## src/rtl/updn_counter_pkg.sv

```systemverilog
package updn_counter_pkg;
  typedef struct packed {
    logic clear;
    logic load;
    logic step;
    logic up;
  } ctrlStrobes_t;
endpackage

```

## src/rtl/updn_counter_ctrl.sv

```systemverilog
module updn_counter_ctrl
  import updn_counter_pkg::*;
(
  input  logic         syncClr,
  input  logic         loadN,
  input  logic         enPN,
  input  logic         enTN,
  input  logic         upDn,
  output ctrlStrobes_t strobes
);
  always_comb begin
    strobes.clear = syncClr;
    strobes.load  = !syncClr && !loadN;
    strobes.step  = !syncClr && loadN && !enPN && !enTN;
    strobes.up    = upDn;
  end
endmodule

```

## src/rtl/updn_counter_dp.sv

```systemverilog
module updn_counter_dp
  import updn_counter_pkg::*;
#(
  parameter int WIDTH = 4
) (
  input  logic             clk,
  input  ctrlStrobes_t     strobes,
  input  logic             enTN,
  input  logic [WIDTH-1:0] dataIn,
  output logic [WIDTH-1:0] count,
  output logic             rcoN
);
  localparam logic [WIDTH-1:0] ALL_ONES = {WIDTH{1'b1}};
  localparam logic [WIDTH-1:0] ONE      = {{(WIDTH-1){1'b0}}, 1'b1};

  logic [WIDTH-1:0] countQ;
  logic [WIDTH-1:0] countNext;
  logic             atTerm;

  always_comb begin
    countNext = countQ;
    if (strobes.clear)      countNext = '0;
    else if (strobes.load)  countNext = dataIn;
    else if (strobes.step)  countNext = strobes.up ? countQ + ONE : countQ - ONE;
  end

  always_ff @(posedge clk) countQ <= countNext;

  assign atTerm = strobes.up ? (countQ == ALL_ONES) : (countQ == '0);
  assign rcoN   = !(atTerm && !enTN);
  assign count  = countQ;
endmodule

```

## src/rtl/updn_counter.sv

```systemverilog
module updn_counter
  import updn_counter_pkg::*;
#(
  parameter int WIDTH = 4
) (
  input  logic             clk,
  input  logic             syncClr,
  input  logic             loadN,
  input  logic             enPN,
  input  logic             enTN,
  input  logic             upDn,
  input  logic [WIDTH-1:0] dataIn,
  output logic [WIDTH-1:0] countOut,
  output logic             rcoN
);
  ctrlStrobes_t strobes;

  updn_counter_ctrl u_ctrl (
    .syncClr(syncClr), .loadN(loadN), .enPN(enPN), .enTN(enTN),
    .upDn(upDn), .strobes(strobes)
  );

  updn_counter_dp #(.WIDTH(WIDTH)) u_dp (
    .clk(clk), .strobes(strobes), .enTN(enTN), .dataIn(dataIn),
    .count(countOut), .rcoN(rcoN)
  );
endmodule

```

## config.mk

```make
export PLATFORM = sky130hd
export DESIGN_NAME = updn_counter
export DESIGN_NICKNAME = d
export VERILOG_FILES = /design/src/rtl/updn_counter_pkg.sv /design/src/rtl/updn_counter_ctrl.sv /design/src/rtl/updn_counter_dp.sv /design/src/rtl/updn_counter.sv
export SDC_FILE = /design/constraint.sdc
export NUM_CORES = 1
export LEC_CHECK = 0
export CAP_MARGIN = 20
export CORE_AREA = 2 2 39 41
export DETAILED_ROUTE_END_ITERATION = 16
export DIE_AREA = 0 0 41 43
export HOLD_SLACK_MARGIN = 0.03
export SKIP_LAST_GASP = 1
export SLEW_MARGIN = 25
export SYNTH_ARGS = -nofsm -noshare
export SYNTH_HDL_FRONTEND = slang
export SYNTH_SLANG_ARGS = --single-unit
```

## constraint.sdc

```tcl
create_clock -name clk -period 2.35 [get_ports clk]
set_input_delay 0.705 -clock clk [delete_from_list [all_inputs] [get_ports clk]]
set_output_delay 0.705 -clock clk [all_outputs]
set_load 0.01 [all_outputs]
```

==> flow_summary.toml, run 1 <==
[sta]
unrepaired_setup_endpoints_after_global_routing = "false"
timing.fmax_mhz = 442
fin_setup_tns_ns = 0
min_period_ns = 2.26
report.final.slew_viol_count = 0
timing_worst_slew_pin_value_ns = 0.356
share_of_the_cycle_needed_by_the_critical_path_after_routing_pct = 96.3
postLayoutSetupSlackWorst_ns = 0.0874
hold_violation_total_from_the_final_report = 0
finalClockSkew_ns = 0.000195
slew_headroom_pct = 75.9
setup_viol = 0

[synth]
mapped_cell_area_um2 = 320
yosys.area_share.simple_pct = 25.4
synth.yosys.warnings = 0
compound_gate_portion_of_the_synthesized_area_pct = 27.7
synth_largest_type_area_fraction_pct = 25.0
synth.largest_area_cell = "dfxtp_1"
synth_seq_area_share_pct = 25.0
syn-instance-count = 35
netlist_top_cells_count = "4 x dfxtp_1, 3 x nand2_1, 3 x nor2_1"
ys_seq_elements = 4
netlist-cell-type-count = 23
synth_adder_area_share_pct = 14.1
yosys.area_share.xor_xnor_pct = 5.47
post_synth.cell_area_avg_um2 = 9.15
syn-num-nets = 48
synth-edff-count = 0
synth_most_common_cell = "dfxtp_1"
mux_contribution_to_synthesized_area_pct = 0
ys_dominant_reg_cell = "dfxtp_1"
synth_async_sr_flop_share_pct = 0
largest_family_of_logic_cells_by_synthesized_area = "compound AO/OA/AOI/OAI gates"
synth_area_leaders = "dfxtp_1 25%, a2111oi_4 8.6%, ha_1 7.8%"

[power]
power_switching_uw = 65.2
power_density_nw_per_um2 = 448
p_int_uw = 181
share_clk_of_total_power_pct = 33.2
seq_power_share_pct = 32.6
total_leakage_power_uw = 0.000210
peakVddDrop_mv = 0.192
comb_power_share_pct = 34.2
power.switching_fraction_pct = 26.5

[critical_path]
reg2reg_depth = 5
max_stage_delay_ns = 0.42
slack_of_the_worst_reg_to_reg_path_ns = 0.66
criticalPathCategory = "primary input to output pin"
setup.worst_path.start = "enTN"
worstPathCellList = "clkdlybuf4s50_1 -> a21o_1 -> dlygate4sd2_1"
crit_arrival_ns = 1.56
category_of_the_worst_setup_path_capture_point = "output pin"
critical_path.endpoint = "rcoN"
critPathLaunchType = "primary input"
cp_max_fo = 2
critical_path.slowest_cell = "clkdlybuf4s50_1"
r2r-start = "u_dp.count[2]$_SDFFE_PP0P_"
worstPathRequired_ns = 1.64
timing.critical_path.buf_inv = 2
critical_path_depth = 3
regToRegEndpoint = "u_dp.count[3]$_SDFFE_PP0P_"
crit_family = "buffers and inverters"

[global_routing]
total_routing_usage_gr_pct = 10.3
grt_first_pass_wirelength_um = 1190
grt_max_degree = 10
grt-ovfl-total = 0
via_count_of_the_first_global_routing_pass = 285
antenna_found_initial = 0

[clocking]
tritoncts_clock_tree = "built"
htree_num_levels = 1
hold_buffers = 0
clkSinkCount = 4
clock_tree.buffer_depth = 2
clk-insertion-delay-late_ns = 0.23
cts_made_buffers = 3
cell_chosen_for_the_clock_root = "clkbuf_4"
worst_setup_hold_path_clk_slew_ns = 0.03

[floorplan]
fp.dieW_um = 41
placementRows = 14
initial_core_util_pct = 23.1
placeable_core_region_um2 = 1380
io_pins = 15
die_ht_um = 43
die-area_um2 = 1760

[drt]
ant_nets = 0
vias_per_cell = 4.47
detail_route.wl_per_cell_um = 9.99
number_of_vias_in_the_routed_layout = 331
dr.first_iter.drc_count = 2
dr.pass1.iters = 2
drt_drc_violations_left = 0
route.final.wire_length_um = 739

[placed_design]
dp_hpwl_um = 615
dpl_worst_slack_ns = -0.324
place.gp.congestion = 0.726
place.port_buffers = 14
placed_cells = 70

[layout]
syn2layout_area_growth_pct = 71.5
post_route_cells_drive_above_1_share_pct = 22.4
design.final.nets = 73
final_instance_count_excl_fillers = 74
antenna_cells = 0
largest_reg_flops = 4
num-fill-cells = 143

[job]
max-cap-violations = 0

[worst_hold_path]
hold_class = "flop to flop"

[status]
run_status = "complete, no violations"
==> what timing repair did <==
action                                  4_1_cts  5_1_grt
hold endpoints to repair                      0        0
buffers inserted                              1        0
endpoints found under the setup margin        2        0
resized for setup                             3        0
==> how the worst min path moves through the flow <==
stage | start | to | cells after the start
5_1_grt | u_dp.count[3]$_SDFFE_PP0P_ | u_dp.count[3]$_SDFFE_PP0P_ | 2
3_3_place_gp | u_dp.count[3]$_SDFFE_PP0P_ | u_dp.count[3]$_SDFFE_PP0P_ | 2
2_1_floorplan | u_dp.count[1]$_SDFFE_PP0P_ | u_dp.count[1]$_SDFFE_PP0P_ | 2
4_1_cts | u_dp.count[3]$_SDFFE_PP0P_ | u_dp.count[3]$_SDFFE_PP0P_ | 2
3_5_place_dp | u_dp.count[3]$_SDFFE_PP0P_ | u_dp.count[3]$_SDFFE_PP0P_ | 2
6_report | u_dp.count[3]$_SDFFE_PP0P_ | u_dp.count[3]$_SDFFE_PP0P_ | 2
==> worst min-delay path, cell delays in order, from the launching register on <==
cell and delay (ns):
dfxtp_1 0.33, o211ai_1 0.09, nor3b_2 0.15
==> placed cells by master (no fill, tap or decap), drive strengths merged <==
master         netlist  final
a2111oi              1      1
a211oi               1      1
a21o                 1      1
a21oi                2      2
a311oi               1      1
and3                 1      1
and4                 1      1
buf                  0      7
clkbuf               1      3
clkdlybuf4s50        0     12
dfxtp                4      4
dlygate4sd2          0      2
fa                   1      1
ha                   2      2
inv                  1      1
nand2                3      3
nand2b               1      1
nand3                2      2
nor2                 3      3
nor3b                1      1
nor4                 1      1
nor4b                1      1
o211ai               2      2
o21ai                1      1
o21bai               1      1
xnor2                2      2
==> routing by layer <==
metal	vias to the layer above	GRT usage, %	part of all wire [%]
li1	179	-	-
met1	141	14.8	48
met2	9	12.2	46
met3	2	1.57	4.2
met4	0	10.0	1.6
met5	-	0	0
==> kinds of logic (layout without fill, tap and decap cells) <==
| kind of cell | count (synthesis) | after routing |
|---|---|---|
| and+or+nand+nor | 14 | 14 |
| AOI/OAI and AO/OA | 10 | 10 |
| DFF | 4 | 4 |
| adders and majority gates | 3 | 3 |
| xor gates and xnor gates | 2 | 2 |
| buffers and inverters | 2 | 25 |
==> power groups by stage <==
stage	Sequential, µW	Combinational [µW]	Clock, µW
4_1_cts	80.3	85.0	86.6
3_3_place_gp	81.5	83.4	0
2_1_floorplan	84.2	34.2	0
6_report	80.2	84.1	81.5
3_5_place_dp	81.4	83.6	0
5_1_grt	81.1	93.2	92.0
==> metrics by stage <==
stage,util [%],power [µW],cell area [µm²],hold slack (ns)
2_1_floorplan,-,118,320,0.579
3_3_place_gp,37.7,165,522,0.598
3_5_place_dp,37.7,165,522,0.603
4_1_cts,39.7,252,549,0.612
5_1_grt,39.7,266,549,0.667
6_report,39.7,246,549,0.604
==> layout make-up <==
class | count | area [µm²] | share of cell area, %
inverters | 1 | 3.75 | 0.683
flip-flops and latches | 4 | 80.1 | 14.6
well taps | 16 | 20.0 | 3.64
multi-input cells | 29 | 233 | 42.4
clock buffers | 3 | 22.5 | 4.10
repair buffers | 21 | 190 | 34.6
No activity file was read; power rests on OpenSTA's default activity.
==> run 2: changes to the inputs <==
--- a/config.mk
+++ b/config.mk
@@ -7,7 +7,8 @@
 export LEC_CHECK = 0
 export CAP_MARGIN = 20
-export CORE_AREA = 2 2 39 41
+export CORE_AREA = 8 8 45 47
 export DETAILED_ROUTE_END_ITERATION = 16
-export DIE_AREA = 0 0 41 43
+export DIE_AREA = 0 0 53 55
+export DONT_BUFFER_PORTS = 1
 export HOLD_SLACK_MARGIN = 0.03
 export SKIP_LAST_GASP = 1
==> constraint.sdc (replaced) <==
create_clock -name clk -period 2.35 [get_ports clk]
set_input_delay 0.705 -clock clk [delete_from_list [all_inputs] [get_ports clk]]
set_output_delay 0.705 -clock clk [all_outputs]
set_load 0.05 [all_outputs]
==> run 2 against run 1 <==
Combinational power is 16% lower. Cell count is 22% lower. Power is 3.9% lower. Non-clock buffer count is 16 lower. Critical path depth is 1 higher. Sequential power is 2.7% higher. Critical path type unchanged. Largest cell class unchanged. Largest power group is now clock.
==> flow_summary.toml, run 2 (synthesis results as in run 1) <==
[layout]
most_common_cell_after_layout_fill_and_taps_aside = "buf_4"
syn2layout_area_growth_pct = 23.8
final_cell_mix = "5 x buf_4, 4 x dfxtp_1, 3 x nand2_1, 3 x nor2_1, 3 x clkbuf_4"
largest_reg_flops = 4
design.final.nets = 57
post_route_cells_drive_above_1_share_pct = 23.8
antenna_cells = 0

[floorplan]
placementRows = 14
fp.dieW_um = 53
die_ht_um = 55
placeable_core_region_um2 = 1380
die-area_um2 = 2920
io_pins = 15
initial_core_util_pct = 23.1

[global_routing]
antenna_found_initial = 0
grt_busiest_layer = "met2"
grt_max_degree = 10
grt-ovfl-total = 0
global_route.usage.met1_pct = 7.90
grtUsageMet2_pct = 8.98
met3_use_gr_pct = 3.74
total_routing_usage_gr_pct = 6.61
via_count_of_the_first_global_routing_pass = 312
grt_first_pass_wirelength_um = 1460

[critical_path]
worstPathCellList = "inv_1 -> buf_4 -> nand2_1 -> a21o_1"
slack_of_the_worst_reg_to_reg_path_ns = 0.67
critical_path_depth = 4
category_of_the_worst_setup_path_capture_point = "output pin"
critical_path.slowest_cell = "a21o_1"
cp_max_fo = 5
r2r-start = "u_dp.count[2]$_SDFFE_PP0P_"
critPathLaunchType = "primary input"
regToRegEndpoint = "u_dp.count[3]$_SDFFE_PP0P_"
crit_family = "compound AO/OA/AOI/OAI gates"
timing.critical_path.buf_inv = 2
worstPathRequired_ns = 1.64
crit_arrival_ns = 1.35
criticalPathCategory = "primary input to output pin"
max_stage_delay_ns = 0.40
reg2reg_depth = 5

[drt]
ant_nets = 0
dr.first_iter.drc_count = 6
number_of_vias_in_the_routed_layout = 287
dr.pass1.iters = 4
route.final.wire_length_um = 863
detail_route.wl_per_cell_um = 14.9
drt_drc_violations_left = 0
vias_per_cell = 4.95

[clocking]
clock_tree.buffer_depth = 2
hold_buffers = 0
htree_num_levels = 1
clkSinkCount = 4
tritoncts_clock_tree = "built"
worst_setup_hold_path_clk_slew_ns = 0.04
clk-insertion-delay-late_ns = 0.23
cts_resized = 0
cell_chosen_for_the_clock_root = "clkbuf_4"
cts_setup_buffers = 0
cts_made_buffers = 3

[power]
peakVddDrop_mv = 0.319
p_int_uw = 158
comb_power_share_pct = 30.1
power.switching_fraction_pct = 33.3
finalPower_uw = 236
total_leakage_power_uw = 0.000149
seq_power_share_pct = 34.9
power_density_nw_per_um2 = 596
power_switching_uw = 78.7
share_clk_of_total_power_pct = 35.1

[sta]
finalClockSkew_ns = 0.00339
setup_viol = 0
slew_headroom_pct = 69.9
report.final.slew_viol_count = 0
hold_violation_total_from_the_final_report = 0
timing.fmax_mhz = 487
share_of_the_cycle_needed_by_the_critical_path_after_routing_pct = 87.4
timing_worst_slew_pin_value_ns = 0.452
unrepaired_setup_endpoints_after_global_routing = "false"
min_period_ns = 2.05
fin_setup_tns_ns = 0

[worst_hold_path]
hold_class = "primary input to flop"
worstHoldStart = "syncClr"
worst_hold_path.endpoint = "u_dp.count[2]$_SDFFE_PP0P_"
hold_path_depth = 1

[job]
max-cap-violations = 0

[placed_design]
dp_hpwl_um = 695
place.gp.congestion = 0.701
place.port_buffers = 0

[status]
run_status = "complete, no violations"
[run 2: through the flow]
step	setup slack [ns]	hold WS (ns)	std cells	cell area [µm²]	util, %
after global placement	0.297	0.601	55	374	27.0
after CTS	0.291	0.533	58	397	28.7
after global routing	0.209	0.518	58	397	28.7
final	0.296	0.538	58	397	28.7
after floorplan	0.267	0.774	35	320	-
after detailed placement	0.266	0.606	55	374	27.0
[run 2: power groups by stage]
stage / Sequential, µW / Combinational (µW) / Clock [µW]
after floorplan: 101 / 37.0 / 0
after global placement: 83.1 / 70.0 / 0
after detailed placement: 83.3 / 71.2 / 0
after CTS: 82.2 / 71.5 / 85.9
after global routing: 83.4 / 76.6 / 95.8
final: 82.4 / 71.0 / 82.8
[run 2: worst max path at each step]
stage	to	startpoint
final	rcoN	upDn
after global routing	rcoN	u_dp.count[2]$_SDFFE_PP0P_
after CTS	rcoN	upDn
after detailed placement	u_dp.count[3]$_SDFFE_PP0P_	upDn
after global placement	rcoN	upDn
after floorplan	u_dp.count[3]$_SDFFE_PP0P_	upDn
[run 2: per-layer routing]
layer	vias up	wire [µm]
met5	-	0
met4	0	0
met3	0	101
met2	12	359
met1	127	402
li1	148	-
[run 2: final cells by class]
type | instances | area (µm²)
tap | 16 | 20.0
fill | 140 | 987
inverter | 1 | 3.75
sequential | 4 | 80.1
multi-input combinational | 29 | 233
clock buffer | 3 | 22.5
timing repair buffer | 5 | 37.5
